### src/rtl/dac_timing_ctrl.sv
module dac_timing_ctrl #(
  parameter int DW       = 12,
  parameter int PW       = 3,
  parameter int WARM_BG  = 5,
  parameter int WARM_SUP = 1,
  parameter int RF_LOG2  = 3
) (
  input  logic            clk,
  input  logic            rst_n,
  input  logic [PW-1:0]   presc,
  input  logic            presc_rst_ch0,
  input  logic [1:0]      mode,
  input  logic            ref_supply,
  input  logic [1:0]      ch_en,
  input  logic [1:0]      evt_en,
  input  logic [1:0]      evt_pulse,
  input  logic [1:0]      rfsh_en,
  input  logic [1:0]      rfsh_sel,
  input  logic [1:0]      wr_ch,
  input  logic            wr_comb,
  input  logic [2*DW-1:0] wdata,
  input  logic [1:0]      irq_en,
  input  logic [1:0]      flag_clr,
  output logic [DW-1:0]   code0,
  output logic [DW-1:0]   code1,
  output logic [1:0]      data_valid,
  output logic [1:0]      done_flag,
  output logic [1:0]      done_pulse,
  output logic [1:0]      dma_req,
  output logic            irq,
  output logic [1:0]      core_en,
  output logic [1:0]      hold_en,
  output logic [1:0]      out_en,
  output logic [1:0]      conv_strobe
);

  localparam int CW = (1 << PW) - 1;
  localparam int SW = $clog2(WARM_BG + 1) + 1;
  localparam int RW = RF_LOG2 + 4;
  localparam logic [1:0] M_HOLD = 2'd1;
  localparam logic [1:0] M_OFF  = 2'd2;

  typedef enum logic [1:0] {S_IDLE, S_WARM, S_CONV} st_t;

  logic          any_en, tick, ref_q, ref_rdy, sh_act, rf_due;
  logic [CW-1:0] pcnt, plim;
  logic [SW-1:0] rcnt, wlast;
  logic [RW-1:0] rtmr, rlast;
  logic [1:0]    wr_hit, trig, pend, rpend, is_rf;
  logic [1:0]    start_d, start_r, go_conv, fin;
  logic [1:0]    strobe_q, done_q, flag_q, dma_q, dv_q;
  st_t           st_q   [2];
  logic [SW-1:0] scnt   [2];
  logic [DW-1:0] dat_q  [2];
  logic [DW-1:0] code_q [2];

  assign any_en = |ch_en;
  assign plim   = CW'((1 << presc) - 1);
  assign tick   = any_en && (pcnt >= plim);
  assign wlast  = ref_q ? SW'(WARM_SUP - 1) : SW'(WARM_BG - 1);
  assign sh_act = any_en && (mode == M_HOLD);
  assign rlast  = RW'((1 << (RF_LOG2 + int'(rfsh_sel))) - 1);
  assign rf_due = sh_act && tick && (rtmr >= rlast);

  always_comb begin
    for (int i = 0; i < 2; i++) begin
      wr_hit[i]  = wr_ch[i] | wr_comb;
      trig[i]    = ch_en[i] && (evt_en[i] ? evt_pulse[i] : wr_hit[i]);
      start_d[i] = ch_en[i] && (st_q[i] == S_IDLE) && pend[i] &&
                   ((mode == M_OFF) || ref_rdy);
      start_r[i] = ch_en[i] && (st_q[i] == S_IDLE) && !pend[i] && rpend[i] &&
                   ref_rdy && (mode == M_HOLD);
      go_conv[i] = ch_en[i] &&
                   ((((start_d[i] || start_r[i]) && (mode != M_OFF))) ||
                    ((st_q[i] == S_WARM) && tick && (scnt[i] == wlast)));
      fin[i]     = ch_en[i] && (st_q[i] == S_CONV) && tick && (scnt[i] == SW'(1));
    end
  end

  always_ff @(posedge clk or negedge rst_n) begin
    if (!rst_n)                                         pcnt <= '0;
    else if (!any_en || tick || (presc_rst_ch0 && trig[0])) pcnt <= '0;
    else                                                pcnt <= pcnt + 1'b1;
  end

  always_ff @(posedge clk or negedge rst_n) begin
    if (!rst_n) begin
      ref_q   <= 1'b0;
      ref_rdy <= 1'b0;
      rcnt    <= '0;
    end else if (!any_en) begin
      ref_q   <= ref_supply;
      ref_rdy <= 1'b0;
      rcnt    <= '0;
    end else if (tick && !ref_rdy) begin
      if (rcnt == wlast) ref_rdy <= 1'b1;
      else               rcnt    <= rcnt + 1'b1;
    end
  end

  always_ff @(posedge clk or negedge rst_n) begin
    if (!rst_n)       rtmr <= '0;
    else if (!sh_act) rtmr <= '0;
    else if (tick)    rtmr <= (rtmr >= rlast) ? '0 : rtmr + 1'b1;
  end

  always_ff @(posedge clk or negedge rst_n) begin
    if (!rst_n) begin
      pend <= '0; rpend <= '0; is_rf <= '0; strobe_q <= '0;
      done_q <= '0; flag_q <= '0; dma_q <= '0; dv_q <= '0;
      for (int i = 0; i < 2; i++) begin
        st_q[i]   <= S_IDLE;
        scnt[i]   <= '0;
        dat_q[i]  <= '0;
        code_q[i] <= '0;
      end
    end else begin
      for (int i = 0; i < 2; i++) begin
        if (!ch_en[i]) begin
          st_q[i] <= S_IDLE;
          scnt[i] <= '0;
        end else begin
          case (st_q[i])
            S_IDLE: if (start_d[i] || start_r[i]) begin
              st_q[i]   <= (mode == M_OFF) ? S_WARM : S_CONV;
              scnt[i]   <= '0;
              is_rf[i]  <= start_r[i];
              code_q[i] <= dat_q[i];
            end
            S_WARM: if (tick) begin
              if (scnt[i] == wlast) begin
                st_q[i] <= S_CONV;
                scnt[i] <= '0;
              end else scnt[i] <= scnt[i] + 1'b1;
            end
            S_CONV: if (tick) begin
              if (scnt[i] == SW'(1)) st_q[i] <= S_IDLE;
              else                   scnt[i] <= scnt[i] + 1'b1;
            end
            default: st_q[i] <= S_IDLE;
          endcase
        end

        if (!ch_en[i])       pend[i] <= 1'b0;
        else if (trig[i])    pend[i] <= 1'b1;
        else if (start_d[i]) pend[i] <= 1'b0;

        if (!ch_en[i] || !rfsh_en[i] || (mode != M_HOLD)) rpend[i] <= 1'b0;
        else if (rf_due)                                  rpend[i] <= 1'b1;
        else if (start_d[i] || start_r[i])                rpend[i] <= 1'b0;

        if (wr_hit[i]) dat_q[i] <= wr_comb ? wdata[i*DW +: DW] : wdata[DW-1:0];

        if (wr_hit[i])       dv_q[i] <= 1'b1;
        else if (start_d[i]) dv_q[i] <= 1'b0;

        strobe_q[i] <= go_conv[i];
        done_q[i]   <= fin[i] && !is_rf[i];

        if (fin[i] && !is_rf[i]) flag_q[i] <= 1'b1;
        else if (flag_clr[i])    flag_q[i] <= 1'b0;

        if (fin[i] && !is_rf[i]) dma_q[i] <= 1'b1;
        else if (wr_hit[i])      dma_q[i] <= 1'b0;
      end
    end
  end

  assign code0       = code_q[0];
  assign code1       = code_q[1];
  assign data_valid  = dv_q;
  assign done_flag   = flag_q;
  assign done_pulse  = done_q;
  assign dma_req     = dma_q;
  assign conv_strobe = strobe_q;
  assign irq         = |(flag_q & irq_en);

  always_comb begin
    for (int i = 0; i < 2; i++) begin
      hold_en[i] = ch_en[i] && (mode == M_HOLD);
      out_en[i]  = ch_en[i] && ((mode != M_OFF) || (st_q[i] == S_CONV));
      case (mode)
        M_HOLD:  core_en[i] = (st_q[i] == S_CONV);
        M_OFF:   core_en[i] = (st_q[i] != S_IDLE);
        default: core_en[i] = ch_en[i] && ref_rdy;
      endcase
    end
  end

  AST_REF_FROZEN: assert property (@(posedge clk) disable iff (!rst_n)
    (any_en && $past(any_en)) |-> $stable(ref_q));

  for (genvar g = 0; g < 2; g++) begin : g_ast
    AST_DONE_ONE_CYCLE: assert property (@(posedge clk) disable iff (!rst_n)
      done_pulse[g] |=> !done_pulse[g]);
    AST_FLAG_WITH_DONE: assert property (@(posedge clk) disable iff (!rst_n)
      done_pulse[g] |-> done_flag[g]);
    AST_DMA_CLEARS: assert property (@(posedge clk) disable iff (!rst_n)
      (wr_hit[g] && !(fin[g] && !is_rf[g])) |=> !dma_req[g]);
    AST_WARM_BEFORE_CONV: assert property (@(posedge clk) disable iff (!rst_n)
      ((st_q[g] == S_CONV) && ($past(st_q[g]) == S_IDLE)) |-> $past(ref_rdy));
    AST_OFF_REWARMS: assert property (@(posedge clk) disable iff (!rst_n)
      ((st_q[g] == S_CONV) && ($past(st_q[g]) == S_IDLE)) |-> ($past(mode) != M_OFF));
    AST_PEND_KEPT: assert property (@(posedge clk) disable iff (!rst_n)
      (trig[g] && (st_q[g] != S_IDLE)) |=> (pend[g] || !ch_en[g]));
  end

endmodule

### config.mk
export PLATFORM = sky130hd
export DESIGN_NAME = dac_timing_ctrl
export DESIGN_NICKNAME = d
export VERILOG_FILES = /design/src/rtl/dac_timing_ctrl.sv
export SDC_FILE = /design/constraint.sdc
export NUM_CORES = 1
export LEC_CHECK = 0
export BUFFER_PORTS_ARGS = -buffer_cell sky130_fd_sc_hd__buf_2
export CAP_MARGIN = 20
export CELL_PAD_IN_SITES_DETAIL_PLACEMENT = 0
export CELL_PAD_IN_SITES_GLOBAL_PLACEMENT = 2
export CORE_MARGIN = 3
export CORE_UTILIZATION = 35
export DETAILED_ROUTE_END_ITERATION = 16
export PLACE_DENSITY_LB_ADDON = 0.1
export SYNTH_ARGS = -nofsm -noshare
export SYNTH_HDL_FRONTEND = slang
export SYNTH_SLANG_ARGS = --single-unit
export TNS_END_PERCENT = 1
### constraint.sdc
create_clock -name clk -period 2.3 [get_ports clk]
set_clock_uncertainty 0.15 [all_clocks]
set_input_delay 0.46 -clock clk [delete_from_list [all_inputs] [get_ports clk]]
set_output_delay 0.46 -clock clk [all_outputs]
set_load 0.1 [all_outputs]
Yosys cells after proc, flatten, opt, wreduce, memory -nomap -nowiden
Cells that the tools add are included.
- register bits after elaboration: 96
- input port bits: 50
- output and inout bits: 41
- logic and storage cells: 231
- add/sub/neg operators: 8
- $lt $le $gt $ge: 2
- equality and inequality tests: 33
- shifts and indexed selects: 2
- multiplexer cells: 67
- bitwise logic cells: 3
- reductions and logical operators: 89
- operators by type and width (cell ; count):
    two-way mux 4 bit ; 15
    logical AND 1 bit ; 44
    two-way mux 7 bit ; 4
    two-way mux 1 bit ; 27
    two-way mux 2 bit ; 13
    inequality test 3 bit, second input constant ; 8
    one-hot mux 4 bit (3 select lines) ; 2
    AND reduction 5 bit ; 4
    nonzero test 2 bit ; 8
    adder 7 x 1 -> 7 bit, second input constant ; 2
    greater-or-equal comparator 7 bit ; 2
    left shift 1 x 3 -> 7 bit, first input constant ; 2
    subtractor 7 x 2 -> 7 bit, second input constant ; 2
    logical OR 1 bit ; 13
    adder 4 x 1 -> 4 bit, second input constant ; 3
    == test 4 x 3 -> 1 bit ; 3
    two-way mux 12 bit ; 1
    inequality test 3 x 2 -> 1 bit, second input constant ; 4
    one-hot mux 2 bit (3 select lines) ; 2
    logical NOT 1 bit ; 10
    == test 4 x 1 -> 1 bit, second input constant ; 2
    inequality test 4 x 1 -> 1 bit, second input constant ; 2
    == test 2 x 1 -> 1 bit, second input constant ; 3
    == test 2 bit, second input constant ; 3
    other kinds (13) ; 25

Depth between registers and ports, before layout
Gate-level depths: netlist (run 1).
- depth in word-level cells: 10
- gate-level depth with buffers: 13
- mapped depth without buffers: 13

Least setup slack after synthesis (run 1)
OpenSTA, ideal clock, no wires.
- kind: input port to output port
- from: input mode[0]
- to: output out_en[0]
- arrival time: 3.097 ns
- data required time: 1.690 ns
- slack: -1.407 ns
- stages on the path: 4
- path buffers: 1
- path through: inv_1 -> ha_1 -> clkbuf_1 -> a21boi_0
- word-level cells in the longest chain between the ends: 3
- ends and longest elaborated chain (item ; line ; text):
    start: declaration ; 12 ; input logic [1:0] mode,
    inequality test 2 bit ; 181 ; out_en[i] = ch_en[i] && ((mode != M_OFF) || (st_q[i] == S_CONV));
    logical OR 1 bit ; 181 ;
    logical AND 1 bit ; 181 ;
    end: declaration ; 33 ; output logic [1:0] out_en,
Every way passes these cells.

Worst setup path in the final report (run 1)
- from: input presc[1]
- to: register scnt[3] in the netlist's numbering
- word-level cells in the longest chain between the ends: 6
- elaborated cells between the ends (all ways): 7
- those cells by class: add/sub: 1; order compare: 1; eq/ne: 2; shift: 1; reduce/logical: 2
- ends and longest elaborated chain (item ; line ; text):
    start: declaration ; 10 ; input logic [PW-1:0] presc,
    left shift 1 x 3 -> 7 bit * ; 58 ; assign plim = CW'((1 << presc) - 1);
    subtractor 7 x 2 -> 7 bit * ; 58 ;
    greater-or-equal comparator 7 bit * ; 59 ; assign tick = any_en && (pcnt >= plim);
    logical AND 1 bit * ; 59 ;
    inequality test 3 bit (no line) ; -- ;
    AND reduction 5 bit (no line) * ; -- ;
    end signal: indexed assignment ; 134 ; end else scnt[i] <= scnt[i] + 1'b1;
    end signal: indexed assignment ; 138 ; else scnt[i] <= scnt[i] + 1'b1;
    end: declaration ; 53 ; logic [SW-1:0] scnt [2];
Mark *: on every way between the ends. The rest lies on a longest branch, timed or not.
A chain may end at the register's enable or synchronous reset.

==> flow_summary.toml, run 1 <==
[timing]
setup_slack_ns = -0.566
relSlewSlack = 0.401
slew_violations = 0
setup_viol_count_final = 42
tightest_slew_ns = 0.889
fin_crit_sh = 1.25
hold_violations = 0
rsz0062_at_grt = "yes"
min_period_ns = 2.87
timing.fmax_ghz = 0.349

[grt]
grt-ovfl-total = 0
grt_max_degree = 58
grt_pass1_vias = 4170
grt_usage = 0.167
antenna_found_initial = 0
grt_pass1_wl_um = 21200

[cts]
clockBufferDepth = 2
cts_tree = "done"
cts-buffers-inserted = 9
htreeDepth = 3
cts_root_buf = "clkbuf_16"
clk-insertion-delay-late_ns = 0.34
cts_sinks = 96
clk_pin_slew_worst_paths_ns = 0.08

[cells_and_area]
utilization = 0.473
antenna_cells = 0
area_growth_pct = 31.3
drive_gt1_frac = 0.336
nNetsFinal = 710
fillers = 1349

[route]
vias = 4042
drt-initial-drc-count = 168
ant_nets = 0
vias_per_cell = 4.97
first_pass_iters = 4
drc = 0
wire_per_inst_um = 15.9
routed_wl_um = 12900

[floorplan]
coreArea_um2 = 13900
die_y_um = 126
rows = 43
initial_core_util = 0.360
die_w_um = 126
ios = 91
dieArea_um2 = 15800

[placed_design]
port_buffers = 90
dpl.hpwl_um = 9610
place_congestion = 0.833

[power]
ir_drop_uv = 580
p_leak_nw = 3.25
power_density_nw_per_um2 = 1080
p_total_mw = 7.14

[synth]
ys.flop_type = "dfrtp_1"
ys_seq_area_frac = 0.478
yosys.area_share.simple = 0.150
synth_area_um2 = 5020
synthArstFlopShare = 1.00
ys_types = 56
synthMuxAreaShare = 0.0922
synth_cells = 499
synth_fa_ha_area_frac = 0.0772
synth-xor-area-share = 0.0209
synth_compound_area_frac = 0.144
synth-edff-count = 0
yosysWarnings = 0
ys_seq_elements = 96
synth_top_family_by_area = "simple AND/OR/NAND/NOR gates"
syn_avg_cell_area_um2 = 10.1

[worst_setup_path]
critPathKind = "in2reg"
worst_setup_path_end_kind = "register"
cp.arrival_ns = 2.94
cp_max_fo = 5
worstPathRequired_ns = 2.37
cp-start-kind = "input pin"

[status]
status = "finished, violations left"
violations = "setup timing"

[worst_hold_path]
hold_path.class = "in2reg"

[flow_run]
max_cap_violations = 0
-- cells in the final DEF, fill, tap and decap left out, types with 5 or more instances in the layout --
master     count
clkbuf_16      9
inv_1         32
a21oi_1       11
nor2_1        29
mux2_2        26
o21ai_1        8
and2_1         5
ha_1          27
buf_4         36
xor2_1         7
nand4_1        6
a21oi_2        6
nand2_1       80
nand3_1       14
dfrtp_1       96
buf_2         81
buf_6          8
a21o_1         7
o21ai_0       26
buf_12         7
mux2i_1       17
-- registers in the layout, indices dropped and copies added (netlist names) --
| name | count |
|---|---|
| dma_req | 2 |
| pend | 2 |
| done_flag | 2 |
| code0 | 12 |
| st_q | 4 |
| done_pulse | 2 |
| scnt | 8 |
| rtmr | 7 |
| conv_strobe | 2 |
| ref_q | 1 |
| dat_q | 24 |
| data_valid | 2 |
| rpend | 2 |
| pcnt | 7 |
| rcnt | 4 |
| is_rf | 2 |
| code1 | 12 |
| ref_rdy | 1 |
-- synth_stat cells (all sizes together) (6+ instances only) --
master | n | area [um^2]
a21oi | 18 | 90.1
o21ai | 37 | 196
nand4 | 6 | 37.5
xor2 | 7 | 61.3
inv | 32 | 120
nand2 | 82 | 308
mux2i | 17 | 170
clkbuf | 11 | 42.5
dfrtp | 96 | 2400
ha | 31 | 388
nor2 | 33 | 129
a21o | 7 | 52.6
mux2 | 26 | 293
nand3 | 14 | 70.1
-- through the flow --
step,hold slack [ns],setup slack (ns),area (um^2),TNS [ns],instances
final,0.157,-0.566,6590,-15.92,814
after global placement,0.184,-0.858,6040,-31.16,790
after CTS,0.146,-0.513,6450,-15.92,809
after detailed placement,0.188,-0.938,6040,-32.36,790
after global routing,0.170,-0.646,6590,-19.71,814
after floorplan,0.0144,-0.688,5060,-24.22,500
-- cell type report --
type                       count  area (um^2)  area share
sequential                    96         2400       0.364
timing repair buffer         133          916       0.139
multi-input combinational    357         2600       0.395
clock inverter                 7          101      0.0154
inverter                      32          120      0.0182
tap                          180          225      0.0342
clock buffer                   9          225      0.0342
-- routing by layer --
metal  up-vias  wire [um]  global-route usage
met5         -          0                   0
met2        94       5870               0.262
met1      1938       6110               0.222
met4         0        299              0.0700
li1       1992          -                   -
met3        18        657              0.0390
-- power breakdown --
| part | internal, mW | switching [mW] | total, mW |
|---|---|---|---|
| Combinational | 0.849 | 2.43 | 3.28 |
| Sequential | 1.99 | 0.209 | 2.20 |
| Clock | 0.967 | 0.696 | 1.66 |
| Total | 3.81 | 3.33 | 7.14 |
-- cells by family (layout without fill, tap and decap cells) --
| family | Yosys count | count (layout) |
|---|---|---|
| other | 1 | 2 |
| AND/OR/NAND/NOR | 166 | 166 |
| adder cells (fa/ha/maj) | 31 | 31 |
| AO/OA/AOI/OAI | 103 | 103 |
| flip-flops | 96 | 96 |
| buffers and inverters | 47 | 181 |
| multiplexers | 43 | 43 |
| XOR/XNOR | 12 | 12 |
-- final timing paths --
check                           slack [ns]        endpoint      start  cells past startpoint
worst min-delay path                  0.16        dat_q[9]  wdata[21]                      3
worst max-delay path                 -0.57         scnt[3]   presc[1]                     14
worst min register to register        0.32        code0[4]  dat_q[16]                      2
min in group asynchronous             0.37  conv_strobe[0]      rst_n                      2
worst max register to register        0.01         scnt[3]    pcnt[2]                      9
max in group asynchronous             1.01         rcnt[0]      rst_n                      3
-- critical path: stages --
cell,delay [ns]
buf_6,0.09
or3_4,0.39
ha_4,0.19
buf_6,0.12
xnor2_2,0.12
ha_1,0.29
a21o_1,0.19
a31oi_4,0.22
o21ai_4,0.09
buf_6,0.12
buf_6,0.11
a221oi_4,0.27
or2_4,0.18
o211ai_2,0.08
-- repair_timing --
| item | 4_1_cts | 5_1_grt |
|---|---|---|
| buffers inserted | 2 | 5 |
| endpoints found under the setup margin | 43 | 44 |
| hold endpoints to repair | 13 | 0 |
| hold buffers | 1 | 0 |
| resized for setup | 14 | 26 |
| pin swaps | 20 | 21 |
(Power assumes the default switching activity.)
==> inputs of run 2 (changes only) <==
Settings changed: PLACE_DENSITY set to 0.8, PLACE_DENSITY_LB_ADDON 0.1 to not set.
==> flow_summary.toml, run 2 (synthesis results as in run 1) <==
[cells_and_area]
utilization = 0.473
fillers = 1331
final_cell_mix = "dfrtp_1, nand2_1, buf_2"
drive_gt1_frac = 0.349
regMostFlops = "dat_q"
layout_commonest_cell = "dfrtp_1"
antenna_cells = 0
largest_reg_flops = 24
nNetsFinal = 705
area_growth_pct = 31.2

[flow_run]
max_cap_violations = 0

[route]
wire_per_inst_um = 15.1
met2_length_um = 5940
met1Wirelength_um = 5630
drt-initial-drc-count = 204
vias = 3998
ant_nets = 0
top_layer = "met5"
first_pass_iters = 4
drc = 0
routed_wl_um = 12200
vias_per_cell = 4.95
dr_wl_met3_um = 530

[cts]
cts_sinks = 96
cts-buffers-inserted = 9
clockBufferDepth = 2
cts_tree = "done"
cts_root_buf = "clkbuf_16"
clk-insertion-delay-late_ns = 0.35
clk_pin_slew_worst_paths_ns = 0.07
htreeDepth = 3

[grt]
grt_usage = 0.160
grt_pass1_vias = 4068
grt-ovfl-total = 0
grt_max_degree = 49
antenna_found_initial = 1
grt_pass1_wl_um = 20500

[timing]
setup_slack_ns = -0.482
hold_violations = 0
relSlewSlack = 0.428
min_period_ns = 2.78
rsz0062_at_grt = "yes"
setup-tns-final_ns = -14.97
slew_violations = 0
fin_crit_sh = 1.21
tightest_slew_ns = 0.849
timing.fmax_ghz = 0.360
setup_viol_count_final = 41

[floorplan]
die_y_um = 126
die_w_um = 126
coreArea_um2 = 13900
ios = 91
rows = 43
dieArea_um2 = 15800
initial_core_util = 0.360

[placed_design]
dpl.hpwl_um = 9090
port_buffers = 90
place_congestion = 0.841
pre_cts_slack_ns = -0.873

[power]
ir_drop_uv = 880
p_total_mw = 6.89
power_density_nw_per_um2 = 1050
p_leak_nw = 3.21

[worst_setup_path]
crit_slowest_cell = "or3_4"
worstPathRequired_ns = 2.37
cp-start-kind = "input pin"
slowest_delay_ns = 0.39
cp.arrival_ns = 2.85
crit_path_cell_trace = "buf_6, or3_4, ha_4, buf_6, a21oi_2, o21a_1, ha_4, a21oi_2, o21a_2, o21ai_4, buf_12, a221oi_4, or2_4, o211ai_2"
critPathKind = "in2reg"
worst_setup_path_end_kind = "register"
cp_max_fo = 7

[status]
violations = "setup timing"
status = "finished, violations left"

[worst_hold_path]
hold_path.class = "in2reg"
==> run 2: repair_timing <==
item,in CTS,in global routing
resized for setup,27,28
hold buffers,1,0
setup endpoints to repair,42,44
pin swaps,19,9
buffers inserted,2,3
endpoints found under the hold margin,37,0
==> run 2: final timing paths <==
check                      startpoint              to  slack, ns  depth (start not counted)
max reg2reg                   pcnt[0]         scnt[3]       0.04                          9
min                         wdata[22]       dat_q[10]       0.16                          3
max in group asynchronous       rst_n       code0[11]       0.84                          3
min in group asynchronous       rst_n  conv_strobe[1]       0.50                          2
max                          presc[0]         scnt[3]      -0.48                         14
min reg2reg                  code0[8]        code0[8]       0.31                          2
==> run 2: metrics by stage <==
stage	cell area (um^2)	hold slack [ns]	std cells
floorplan	5060	0.0144	500
global placement	6030	0.297	787
global route	6590	0.160	808
detailed placement	6030	0.301	787
finish	6590	0.159	808
CTS	6430	0.149	805
==> run 2: report_power, final <==
part | internal (mW) | switching (mW)
registers | 1.99 | 0.200
clock network | 0.747 | 0.691
logic | 0.835 | 2.43
==> run 2: layout make-up <==
class                           instances  area [um^2]  area share
Timing Repair Buffer                  128          907       0.138
Multi-Input combinational cell        357         2660       0.403
Clock buffer                            9          225      0.0342
Inverter                               32          120      0.0182
Clock inverter                          6         53.8     0.00817
Sequential cell                        96         2400       0.365
Tap cell                              180          225      0.0342
==> run 2: routing by layer <==
layer | track usage | vias to the layer above
li1 | - | 1981
met1 | 0.213 | 1935
met2 | 0.261 | 69
met4 | 0.0391 | 2
met5 | 0 | -
met3 | 0.0437 | 11
==> run 2: critical path: cells and delay by family <==
kind	cells	cell delay [ns]
AOI/OAI and AO/OA	7	1.06
and+or+nand+nor	2	0.57
adders and majority gates	2	0.40
buffers and inverters	3	0.36
==> inputs of run 3 (changes only) <==
Settings changed: TNS_END_PERCENT 1 to not set.
==> flow_summary.toml, run 3 (synthesis results as in run 1) <==
[cells_and_area]
utilization = 0.479
regMostFlops = "dat_q"
area_growth_pct = 33.0
nNetsFinal = 706
drive_gt1_frac = 0.360
layout_commonest_cell = "dfrtp_1"
fillers = 1333
finalInstanceArea_um2 = 6680
final_cell_mix = "dfrtp_1, nand2_1, buf_2"
layoutNonFillerInstCount = 810
antenna_cells = 0
largest_reg_flops = 24

[floorplan]
rows = 43
initial_core_util = 0.360
ios = 91
dieArea_um2 = 15800
coreArea_um2 = 13900
die_y_um = 126
die_w_um = 126

[timing]
hold_violations = 0
setup_viol_count_final = 41
fin_crit_sh = 1.21
timing.fmax_ghz = 0.360
min_period_ns = 2.78
tightest_slew_ns = 0.522
slew_violations = 0
rsz0062_at_grt = "yes"
setup_slack_ns = -0.475
relSlewSlack = 0.655

[power]
power_frac_seq = 0.311
combinationalPowerShare = 0.479
p_leak_nw = 3.22
p_sw_mw = 3.39
switching_share = 0.480
power_density_nw_per_um2 = 1060
p_clk_frac = 0.210
p_int_mw = 3.68
ir_drop_uv = 814

[placed_design]
place_congestion = 0.834
dp.cells = 790
dpl_cell_area_um2 = 6180
dpl.hpwl_um = 9060
port_buffers = 90

[worst_hold_path]
hold_path.class = "in2reg"

[cts]
clockBufferDepth = 2
clk_pin_slew_worst_paths_ns = 0.07
cts_root_buf = "clkbuf_16"
cts_sinks = 96
cts_tree = "done"
htreeDepth = 3
cts-buffers-inserted = 9
clk-insertion-delay-late_ns = 0.35

[grt]
antenna_found_initial = 1
grt_usage = 0.161
grt-ovfl-total = 0
grt_pass1_vias = 4100
grt_max_degree = 83
grt_pass1_wl_um = 20600

[route]
drt-initial-drc-count = 176
first_pass_iters = 4
drc = 0
vias_per_cell = 4.86
wire_per_inst_um = 15.1
ant_nets = 0
vias = 3940
routed_wl_um = 12200

[worst_setup_path]
crit_slowest_cell = "or3_4"
worst_setup_path_end_kind = "register"
worstPathRequired_ns = 2.39
crit_path_cell_trace = "buf_6, or3_4, ha_4, nor3_4, a21oi_1, o21a_1, ha_4, nand4_1, o21ai_4, buf_4, o211a_4, o21ai_1, o2bb2ai_1"
cpMostUsedCell = "ha_4"
cp-start-kind = "input pin"
cp_max_fo = 7
cp.arrival_ns = 2.86
critPathKind = "in2reg"
slowest_delay_ns = 0.39

[status]
violations = "setup timing"
status = "finished, violations left"

[flow_run]
max_cap_violations = 0
## run 3: changes by cell type in the layout (fill, tap and decap cells not counted), moves of 4 or more
| cell | previous run | this run |
|---|---|---|
| inv_2 | 2 | 6 |
| buf_6 | 9 | 3 |
| a21oi_2 | 11 | 5 |
| buf_4 | 28 | 35 |
| a21oi_4 | 0 | 4 |
| inv_1 | 30 | 26 |
## run 3: power groups by stage
stage / clock [mW] / combinational, mW / sequential (mW)
6_report: 1.49 / 3.38 / 2.20
2_1_floorplan: 0 / 1.09 / 3.62
3_5_place_dp: 0 / 3.23 / 2.22
3_3_place_gp: 0 / 3.21 / 2.21
4_1_cts: 1.54 / 3.33 / 2.20
5_1_grt: 1.62 / 3.61 / 2.24
## run 3: area by class of cell
| type | count | area, um^2 | share of cell area |
|---|---|---|---|
| inverters | 32 | 120 | 0.0180 |
| clock buffers | 10 | 239 | 0.0358 |
| clock inverters | 6 | 60.1 | 0.00899 |
| multi-input cells | 357 | 2740 | 0.410 |
| well taps | 180 | 225 | 0.0337 |
| flip-flops and latches | 96 | 2400 | 0.360 |
| repair buffers | 129 | 892 | 0.134 |
## run 3: critical path: cells and delay by family
| kind | cells | cell delay, ns |
|---|---|---|
| AO/OA/AOI/OAI | 6 | 0.96 |
| AND/OR/NAND/NOR | 3 | 0.70 |
| adder cells (fa/ha/maj) | 2 | 0.47 |
| buffers and inverters | 2 | 0.26 |
## run 3: routing by layer
layer	vias up	global-route usage	part of all wire
met5	-	0	0.00057
li1	1988	-	-
met2	58	0.267	0.49
met3	12	0.0505	0.047
met1	1880	0.205	0.45
met4	2	0.0385	0.011
## run 3: metrics by stage
step | worst slack (ns) | TNS [ns] | total power, mW | hold slack, ns
3_3_place_gp | -0.828 | -29.68 | 5.42 | 0.193
6_report | -0.475 | -14.69 | 7.06 | 0.164
3_5_place_dp | -0.880 | -32.41 | 5.45 | 0.192
2_1_floorplan | -0.686 | -19.86 | 4.70 | 0.0144
5_1_grt | -0.603 | -19.69 | 7.47 | 0.153
4_1_cts | -0.433 | -14.25 | 7.07 | 0.153
## run 3: final timing paths
kind | to | slack (ns) | startpoint | depth (start not counted)
worst min-delay path | dat_q[3] | 0.16 | wdata[15] | 3
worst max register to register | scnt[6] | 0.09 | pcnt[0] | 9
worst min register to register | code0[2] | 0.31 | dat_q[14] | 2
min in group asynchronous | pcnt[6] | 0.36 | rst_n | 2
worst max-delay path | scnt[7] | -0.48 | presc[2] | 13
max in group asynchronous | dat_q[0] | 0.94 | rst_n | 3
## run 3: what timing repair did
item	4_1_cts	5_1_grt
hold buffers	1	0
endpoints found under the hold margin	14	0
pin swaps	10	4
buffers inserted	2	1
cloned	0	0
resized for setup	20	17
endpoints found under the setup margin	44	45
